**src/rtl/cos_pkg.sv**
```systemverilog
package cos_pkg;
  parameter int GRP_W     = 8;
  parameter int N_GRP     = 4;
  parameter int N_ISO_GRP = 3;
  parameter int ADDR_W    = 4;

  localparam int N_IN  = GRP_W * N_GRP;
  localparam int N_ISO = GRP_W * N_ISO_GRP;
  localparam int N_TTL = N_IN - N_ISO;
  localparam int EN_W  = 2 * N_GRP;

  localparam int ADR_OUT  = 0;
  localparam int ADR_IN   = 4;
  localparam int ADR_STAT = 8;
  localparam int ADR_ARM  = 14;

  typedef logic [N_IN-1:0] in_vec_t;
endpackage

```
**src/rtl/cos_sync.sv**
```systemverilog
module cos_sync
  import cos_pkg::*;
#(
  parameter int W = N_IN
) (
  input  logic         clk,
  input  logic         rst_n,
  input  logic [W-1:0] din,
  output logic [W-1:0] dsync,
  output logic [W-1:0] rise,
  output logic [W-1:0] fall
);
  logic [W-1:0] meta_q, sync_q, prev_q;

  always_ff @(posedge clk or negedge rst_n) begin
    if (!rst_n) begin
      meta_q <= '0;
      sync_q <= '0;
      prev_q <= '0;
    end else begin
      meta_q <= din;
      sync_q <= meta_q;
      prev_q <= sync_q;
    end
  end

  assign dsync = sync_q;
  assign rise  = sync_q & ~prev_q;
  assign fall  = ~sync_q & prev_q;
endmodule

```
**src/rtl/cos_status.sv**
```systemverilog
module cos_status
  import cos_pkg::*;
(
  input  logic            clk,
  input  logic            rst_n,
  input  in_vec_t         rise,
  input  in_vec_t         fall,
  input  logic [EN_W-1:0] arm,
  input  in_vec_t         clr,
  output in_vec_t         stat
);
  in_vec_t set_v, stat_q, stat_nxt;

  for (genvar g = 0; g < N_GRP; g++) begin : g_grp
    assign set_v[g*GRP_W +: GRP_W] =
        (rise[g*GRP_W +: GRP_W] & {GRP_W{arm[g]}}) |
        (fall[g*GRP_W +: GRP_W] & {GRP_W{arm[N_GRP+g]}});
  end

  always_comb begin
    stat_nxt = (stat_q & ~clr) | set_v;
  end

  always_ff @(posedge clk or negedge rst_n) begin
    if (!rst_n) stat_q <= '0;
    else        stat_q <= stat_nxt;
  end

  assign stat = stat_q;

  assert_w1c_R8: assert property (@(posedge clk) disable iff (!rst_n)
    1'b1 |=> ((stat_q & $past(clr & ~set_v)) == '0));
  assert_sticky_R8: assert property (@(posedge clk) disable iff (!rst_n)
    1'b1 |=> (($past(stat_q & ~clr) & ~stat_q) == '0));
  assert_set_wins_R9: assert property (@(posedge clk) disable iff (!rst_n)
    1'b1 |=> (($past(set_v) & ~stat_q) == '0));
  assert_no_unarmed_R7: assert property (@(posedge clk) disable iff (!rst_n)
    1'b1 |=> ((stat_q & ~$past(stat_q) & ~$past(rise | fall)) == '0));
endmodule

```
**src/rtl/cos_regs.sv**
```systemverilog
module cos_regs
  import cos_pkg::*;
(
  input  logic              clk,
  input  logic              rst_n,
  input  logic [ADDR_W-1:0] bus_addr,
  input  logic              bus_wr,
  input  logic              bus_rd,
  input  logic [GRP_W-1:0]  bus_wdata,
  input  in_vec_t           dsync,
  input  in_vec_t           stat,
  output logic [GRP_W-1:0]  bus_rdata,
  output logic [N_ISO-1:0]  out_q,
  output logic [EN_W-1:0]   arm_q,
  output in_vec_t           clr
);
  logic [N_ISO-1:0] out_nxt;
  logic [EN_W-1:0]  arm_nxt;
  logic [GRP_W-1:0] rd_q, rd_nxt;
  logic             out_ce, arm_ce;

  for (genvar b = 0; b < N_GRP; b++) begin : g_clr
    assign clr[b*GRP_W +: GRP_W] =
        (bus_wr && bus_addr == ADDR_W'(ADR_STAT + b)) ? bus_wdata : '0;
  end

  always_comb begin
    out_nxt = out_q;
    out_ce  = 1'b0;
    for (int b = 0; b < N_ISO_GRP; b++) begin
      if (bus_wr && bus_addr == ADDR_W'(ADR_OUT + b)) begin
        out_nxt[b*GRP_W +: GRP_W] = bus_wdata;
        out_ce = 1'b1;
      end
    end
    arm_ce  = bus_wr && (bus_addr == ADDR_W'(ADR_ARM));
    arm_nxt = bus_wdata;
  end

  always_comb begin
    rd_nxt = '0;
    for (int b = 0; b < N_ISO_GRP; b++) begin
      if (bus_addr == ADDR_W'(ADR_OUT + b)) rd_nxt = out_q[b*GRP_W +: GRP_W];
    end
    for (int b = 0; b < N_GRP; b++) begin
      if (bus_addr == ADDR_W'(ADR_IN + b))   rd_nxt = dsync[b*GRP_W +: GRP_W];
      if (bus_addr == ADDR_W'(ADR_STAT + b)) rd_nxt = stat[b*GRP_W +: GRP_W];
    end
    if (bus_addr == ADDR_W'(ADR_ARM)) rd_nxt = arm_q;
  end

  always_ff @(posedge clk or negedge rst_n) begin
    if (!rst_n) begin
      out_q <= '0;
      arm_q <= '0;
      rd_q  <= '0;
    end else begin
      if (out_ce) out_q <= out_nxt;
      if (arm_ce) arm_q <= arm_nxt;
      if (bus_rd) rd_q  <= rd_nxt;
    end
  end

  assign bus_rdata = rd_q;

  assert_arm_hold_R4: assert property (@(posedge clk) disable iff (!rst_n)
    !(bus_wr && bus_addr == ADDR_W'(ADR_ARM)) |=> $stable(arm_q));
  assert_rd_hold_R11: assert property (@(posedge clk) disable iff (!rst_n)
    !bus_rd |=> $stable(bus_rdata));
endmodule

```
**src/rtl/cos_irq_ctrl.sv**
```systemverilog
module cos_irq_ctrl
  import cos_pkg::*;
(
  input  logic              clk,
  input  logic              rst_n,
  input  logic [N_ISO-1:0]  iso_in,
  input  logic [N_TTL-1:0]  ttl_in,
  input  logic [ADDR_W-1:0] bus_addr,
  input  logic              bus_wr,
  input  logic              bus_rd,
  input  logic [GRP_W-1:0]  bus_wdata,
  output logic [GRP_W-1:0]  bus_rdata,
  output logic [N_ISO-1:0]  out_latch,
  output logic              irq
);
  in_vec_t         dsync, rise, fall, stat, clr;
  logic [EN_W-1:0] arm;

  cos_sync #(.W(N_IN)) u_sync (
    .clk(clk), .rst_n(rst_n), .din({ttl_in, iso_in}),
    .dsync(dsync), .rise(rise), .fall(fall)
  );

  cos_status u_status (
    .clk(clk), .rst_n(rst_n), .rise(rise), .fall(fall),
    .arm(arm), .clr(clr), .stat(stat)
  );

  cos_regs u_regs (
    .clk(clk), .rst_n(rst_n), .bus_addr(bus_addr), .bus_wr(bus_wr),
    .bus_rd(bus_rd), .bus_wdata(bus_wdata), .dsync(dsync), .stat(stat),
    .bus_rdata(bus_rdata), .out_q(out_latch), .arm_q(arm), .clr(clr)
  );

  assign irq = |stat;

  assert_irq_fall_R10: assert property (@(posedge clk) disable iff (!rst_n)
    $fell(irq) |-> ($past(bus_wr) && $past(bus_addr) >= ADDR_W'(ADR_STAT)
                    && $past(bus_addr) < ADDR_W'(ADR_STAT + N_GRP)));
endmodule

```
**config.mk**
```make
export PLATFORM = sky130hd
export DESIGN_NAME = cos_irq_ctrl
export DESIGN_NICKNAME = d
export VERILOG_FILES = /design/src/rtl/cos_pkg.sv /design/src/rtl/cos_sync.sv /design/src/rtl/cos_status.sv /design/src/rtl/cos_regs.sv /design/src/rtl/cos_irq_ctrl.sv
export SDC_FILE = /design/constraint.sdc
export NUM_CORES = 1
export LEC_CHECK = 0
export BUFFER_PORTS_ARGS = -buffer_cell sky130_fd_sc_hd__buf_2
export CAP_MARGIN = 5
export CORE_AREA = 2 2 160 84
export DETAILED_ROUTE_END_ITERATION = 16
export DIE_AREA = 0 0 162 86
export PLACE_DENSITY = 0.75
export SLEW_MARGIN = 10
export SYNTH_ARGS = -nofsm -noshare
export SYNTH_HDL_FRONTEND = slang
export SYNTH_SLANG_ARGS = --single-unit
```
**constraint.sdc**
```tcl
create_clock -name clk -period 1.5 [get_ports clk]
set_input_delay 0.075 -clock clk [delete_from_list [all_inputs] [get_ports clk]]
set_output_delay 0.075 -clock clk [all_outputs]
set_load 0.03 [all_outputs]
```
* After elaboration in Yosys (flattened, before gate mapping)
Cells that the tools add are included.
** Cells by class
- Bitwise logic cells :: 19
- Multiplexer cells :: 19
- Equal/unequal tests :: 11
- Reductions and logical operators :: 13
** Operators by type and width (number)
- 2-to-1 mux 8 bit :: 16
- bitwise AND 32 bit :: 3
- inverter 32 bit :: 3
- bitwise AND 8 bit :: 8
- OR 32 bit :: 1
- OR 8 bit :: 4
- OR reduction 32 bit :: 1
- equality test 4 bit, second input constant :: 5
- equality test 4 x 3 -> 1 bit, second input constant :: 4
- logical AND 1 bit :: 8
- AND reduction 2 bit :: 3
- equality test 4 x 1 -> 1 bit, second input constant :: 1
- equality test 4 x 2 -> 1 bit, second input constant :: 1
- zero test 4 bit :: 1
- 2-to-1 mux 1 bit :: 3
** Storage, ports and cells
- Register bits :: 168
- Logic and storage cells :: 71
- Output and inout port bits :: 33
- Bits of input ports :: 48

* Depth between registers and ports, before layout
- Word-level depth :: 13
- Gate-level depth with buffers :: 7
- Gate-level depth less buffers :: 5

* Cells and area by module
From an unflattened synthesis, not the netlist that was laid out.
** Unflattened totals
- Cells, all modules :: 627
- Area total of the unflattened synthesis :: 7308.3 um2
** Modules (own cells, without submodules)
- cos_sync :: cells each 160, area an instance 2962.8 um2, times used 1, seq. area each 2402.3 um2
- cos_regs :: cells each 321, area an instance 2902.8 um2, times used 1, seq. area each 1001.0 um2
- cos_status :: cells each 135, area an instance 1367.6 um2, times used 1, seq. area each 800.8 um2
- cos_irq_ctrl :: cells each 11, area an instance 75.1 um2, times used 1, seq. area each 0.0 um2

* Worst setup path after synthesis
Ideal clock, no wire load.
- Path kind :: reg2reg
- Start :: reg u_regs.out_q[1]
- End :: reg u_regs.rd_q[1], in the netlist u_regs.bus_rdata[1]
- Arrival :: 1149 ps
- Path buffers :: 0
- Period minus slack after synthesis :: 1276 ps
- Data required time :: 1373 ps
- Setup slack :: 224 ps
- Setup time :: 127 ps
- Cell stages (with the launch flop) :: 6
- Path through :: dfrtp_1 -> nor2b_1 -> a211oi_1 -> o221ai_1 -> o211ai_1 -> a21oi_1
** Between the ends
- Longest elaborated chain between the ends :: 12
** Ends and longest elaborated chain
- start: declaration :: RTL line cos_regs.sv:13 : output logic [N_ISO-1:0] out_q,
- start signal: assignment :: RTL line cos_regs.sv:58 : if (out_ce) out_q <= out_nxt;
- 2-to-1 mux 8 bit (3 in a row) :: RTL line cos_regs.sv:43 : if (bus_addr == ADDR_W'(ADR_OUT + b)) rd_nxt = out_q[b*GRP_W +: GRP_W];
- 2-to-1 mux 8 bit :: RTL line cos_regs.sv:46 : if (bus_addr == ADDR_W'(ADR_IN + b)) rd_nxt = dsync[b*GRP_W +: GRP_W];
- 2-to-1 mux 8 bit :: RTL line cos_regs.sv:47 : if (bus_addr == ADDR_W'(ADR_STAT + b)) rd_nxt = stat[b*GRP_W +: GRP_W];
- 2-to-1 mux 8 bit :: RTL line cos_regs.sv:46
- 2-to-1 mux 8 bit :: RTL line cos_regs.sv:47
- 2-to-1 mux 8 bit :: RTL line cos_regs.sv:46
- 2-to-1 mux 8 bit :: RTL line cos_regs.sv:47
- 2-to-1 mux 8 bit :: RTL line cos_regs.sv:46
- 2-to-1 mux 8 bit :: RTL line cos_regs.sv:47
- 2-to-1 mux 8 bit :: RTL line cos_regs.sv:49 : if (bus_addr == ADDR_W'(ADR_ARM)) rd_nxt = arm_q;
- end signal: assignment :: RTL line cos_regs.sv:60 : if (bus_rd) rd_q <= rd_nxt;
- end: declaration :: RTL line cos_regs.sv:19 : logic [GRP_W-1:0] rd_q, rd_nxt;
Every way passes these cells.
A chain may end at the register's enable or synchronous reset.

* Final worst setup path
- Start :: reg u_status.stat_q[5], in the netlist u_status.stat[5]
- End :: out irq
** Between the ends
- Longest elaborated chain between the ends :: 1
** Ends and longest elaborated chain
- start: declaration :: RTL line cos_status.sv:12 : in_vec_t set_v, stat_q, stat_nxt;
- start signal: assignment :: RTL line cos_status.sv:26 : else stat_q <= stat_nxt;
- OR reduction 32 bit :: RTL line cos_irq_ctrl.sv:35 : assign irq = |stat;
- end: declaration :: RTL line cos_irq_ctrl.sv:14 : output logic irq
Every way passes these cells.

==> reports/metrics.yaml <==
run_status:
  outcome: "complete, but fails checks"
  failed_checks: "setup timing"
worst_setup_path:
  critPathLaunchType: "register"
  crit_chain: "nor4_2 > nand4_1 > or2_4 > buf_6"
  cp.required_ns: 1.42
  cp_max_fo: 3
  cpMaxStageDelayCell: "dfrtp_2"
  crit_type: "reg2out"
  crit_buf_inv: 1
  crit_arrival_ns: 1.79
  cp_top_family: "simple AND/OR/NAND/NOR gates"
  critPathMaxStageDelay_ns: 0.45
  end_kind: "output pin"
die:
  dieArea_um2: 13900
  chipWidth_um: 162
  die_h_um: 86
  core_region_area_um2: 12400
  ios: 81
  initial_core_util: 0.541
  rows: 29
clock_network:
  cts_tree: "built"
  clk_path_buf_depth: 2
  worstSkewPairLatency_ns: 0.43
  path_clk_slew_ns: 0.07
  cts_num_sinks: 168
  htree_levels: 4
  cts_buffers: 17
  cts-root-buf: "clkbuf_16"
timing:
  fin_crit_ns: 1.86
  rsz0062_at_grt: "yes"
  max_slew_margin: 0.631
  setup_violations: 1
  finalClockSkew_ns: 0.0123
  max_freq_ghz: 0.537
  worst_pin_slew_ns: 0.553
  timing.final.hold_violations: 0
  whs_ns: 0.113
  period_share: 1.24
  maxSlewViolCount: 0
  worst_slack_ns: -0.363
synth:
  synth_common_cells: "168 x dfrtp_1, 87 x nand2_1, 37 x a21oi_1"
  synth.most_common_cell: "dfrtp_1"
  syn_area_per_cell_um2: 11.0
  ys_types: 49
  synth.net_count: 656
  seq_area_frac_synth: 0.626
  synth_top_cells_by_area: "dfrtp_1 63%, nand2_1 4.9%, o211ai_1 3.5%, nand3b_1 2.9%, a21oi_1 2.8%"
  synth-seq-cells: 168
  synthCells: 608
  ys_warn_count: 0
  synth_top_area_share: 0.626
  synth_top_area_cell: "dfrtp_1"
  syn_area_um2: 6710
  async_flop_share: 1.00
  synth_edf_count: 0
  synth_flop_cell: "dfrtp_1"
route:
  drc: 0
  dr.pass1.iters: 5
  wirelength_um: 21400
  ant_nets: 0
  vias: 5766
  via_per_inst: 6.03
  avgRoutedWirePerCell_um: 22.4
  drtIter0Drc: 565
finish:
  synthToLayoutAreaGrowth_pct: 30.9
  drive_gt1_frac: 0.264
  nets: 823
  antenna_cells: 0
  fillerInstances: 924
  fin_cells: 957
  fin_area_um2: 8790
place:
  place_inst: 883
  hpwl_um: 15100
  dp_slack_ns: -0.128
  routabilityCongestion: 0.939
  port_buffers: 80
  post_dp_cell_area_um2: 7680
global_routing:
  grt_pass1_vias: 5575
  grt_max_degree: 46
  antenna_found_initial: 0
  grt_pass1_wl_um: 33000
  grt_use_total: 0.328
  gr-total-overflow: 0
pwr:
  power_leakage_nw: 3.74
  vdd_ir_drop_max_mv: 0.782
  powerDensity_nw_per_um2: 1350
  total_power_mw: 11.9
hold_path:
  hold_class: "in2reg"
run:
  drv_cap: 0
[logic make-up after synthesis]
group                  synth area share
AOI/OAI and AO/OA                 0.184
muxes                           0.00783
and+or+nand+nor                   0.145
buffers and inverters            0.0365
DFF                               0.626
[placed cells by master (no fill, tap or decap), types with 4 or more instances in the layout]
master and n:
nor2_2 4, dfrtp_1 160, a21oi_2 4, buf_12 8, o22ai_1 24, clkinvlp_4 4, nor2_1 15, a21oi_1 37
a22o_1 4, nor3_1 15, dlygate4sd3_1 41, nand3_1 5, inv_6 5, nor2b_1 9, o21ai_0 34, a31oi_1 5
clkbuf_16 17, a21o_1 7, nand4_1 4, nand2_1 87, o21ai_1 33, o21a_1 8, nand3b_1 26, nor4_2 5
buf_4 54, buf_2 78, dfrtp_2 8, inv_1 10, o211ai_1 31
[per-stage QoR]
step                utilization  setup TNS, ns
floorplan                     -              0
global placement          0.619         -0.158
detailed placement        0.619         -0.128
CTS                       0.706         -0.349
global route              0.708         -0.378
finish                    0.708         -0.363
[layer usage]
layer / vias up / routed length, µm / track usage
met3: 49 / 2210 / 0.0740
li1: 2529 / - / -
met1: 2859 / 9920 / 0.509
met5: - / 0 / 0
met4: 0 / 485 / 0.106
met2: 329 / 8830 / 0.458
[power by group]
part | leakage (nW) | switching, mW | internal [mW] | total [mW]
Combinational | 1.55 | 1.14 | 0.761 | 1.90
Sequential | 1.92 | 0.633 | 5.00 | 5.64
Clock | 0.273 | 1.99 | 2.35 | 4.35
[cell type report]
class / count / area, µm² / share of cell area
inverter: 11 / 41.3 / 0.00470
timing repair buffer: 183 / 1390 / 0.158
clock inverter: 14 / 159 / 0.0181
clock buffer: 17 / 425 / 0.0484
multi-input combinational: 394 / 2350 / 0.267
tap: 170 / 213 / 0.0242
sequential: 168 / 4210 / 0.480
[flip-flops by register name, indices dropped and copies added (netlist names)]
signal            flops
u_regs.arm_q          8
u_regs.out_q         24
u_status.stat        32
u_sync.dsync         32
u_regs.bus_rdata      8
u_sync.prev_q        32
u_sync.meta_q        32
[path summary, 6_finish.rpt]
| check | cells past startpoint | endpoint | startpoint | slack [ns] |
|---|---|---|---|---|
| setup / recovery | 4 | irq | u_status.stat[5]$_DFF_PN0_ | -0.36 |
| hold / removal | 3 | u_regs.bus_rdata[6]$_DFFE_PN0P_ | bus_rd | 0.11 |
| setup reg to reg | 5 | u_regs.bus_rdata[3]$_DFFE_PN0P_ | u_regs.out_q[3]$_DFFE_PN0P_ | 0.08 |
| hold reg to reg | 0 | u_sync.dsync[16]$_DFF_PN0_ | u_sync.meta_q[16]$_DFF_PN0_ | 0.35 |
| max in group asynchronous | 3 | u_status.stat[2]$_DFF_PN0_ | rst_n | 0.76 |
| min in group asynchronous | 2 | u_sync.meta_q[27]$_DFF_PN0_ | rst_n | 0.13 |
[worst min-delay path, delay by kind of cell]
family	cells	cell delay, ns
and+or+nand+nor	1	0.05
AOI/OAI and AO/OA	1	0.14
buffers and inverters	1	0.24
[timing repair]
action,CTS,global route
buffers inserted,3,0
resized for setup,17,6
pin swaps,4,4
endpoints found under the hold margin,208,0
hold buffers,41,0
endpoints found under the setup margin,1,2
Power figures use the tool's default switching activity.
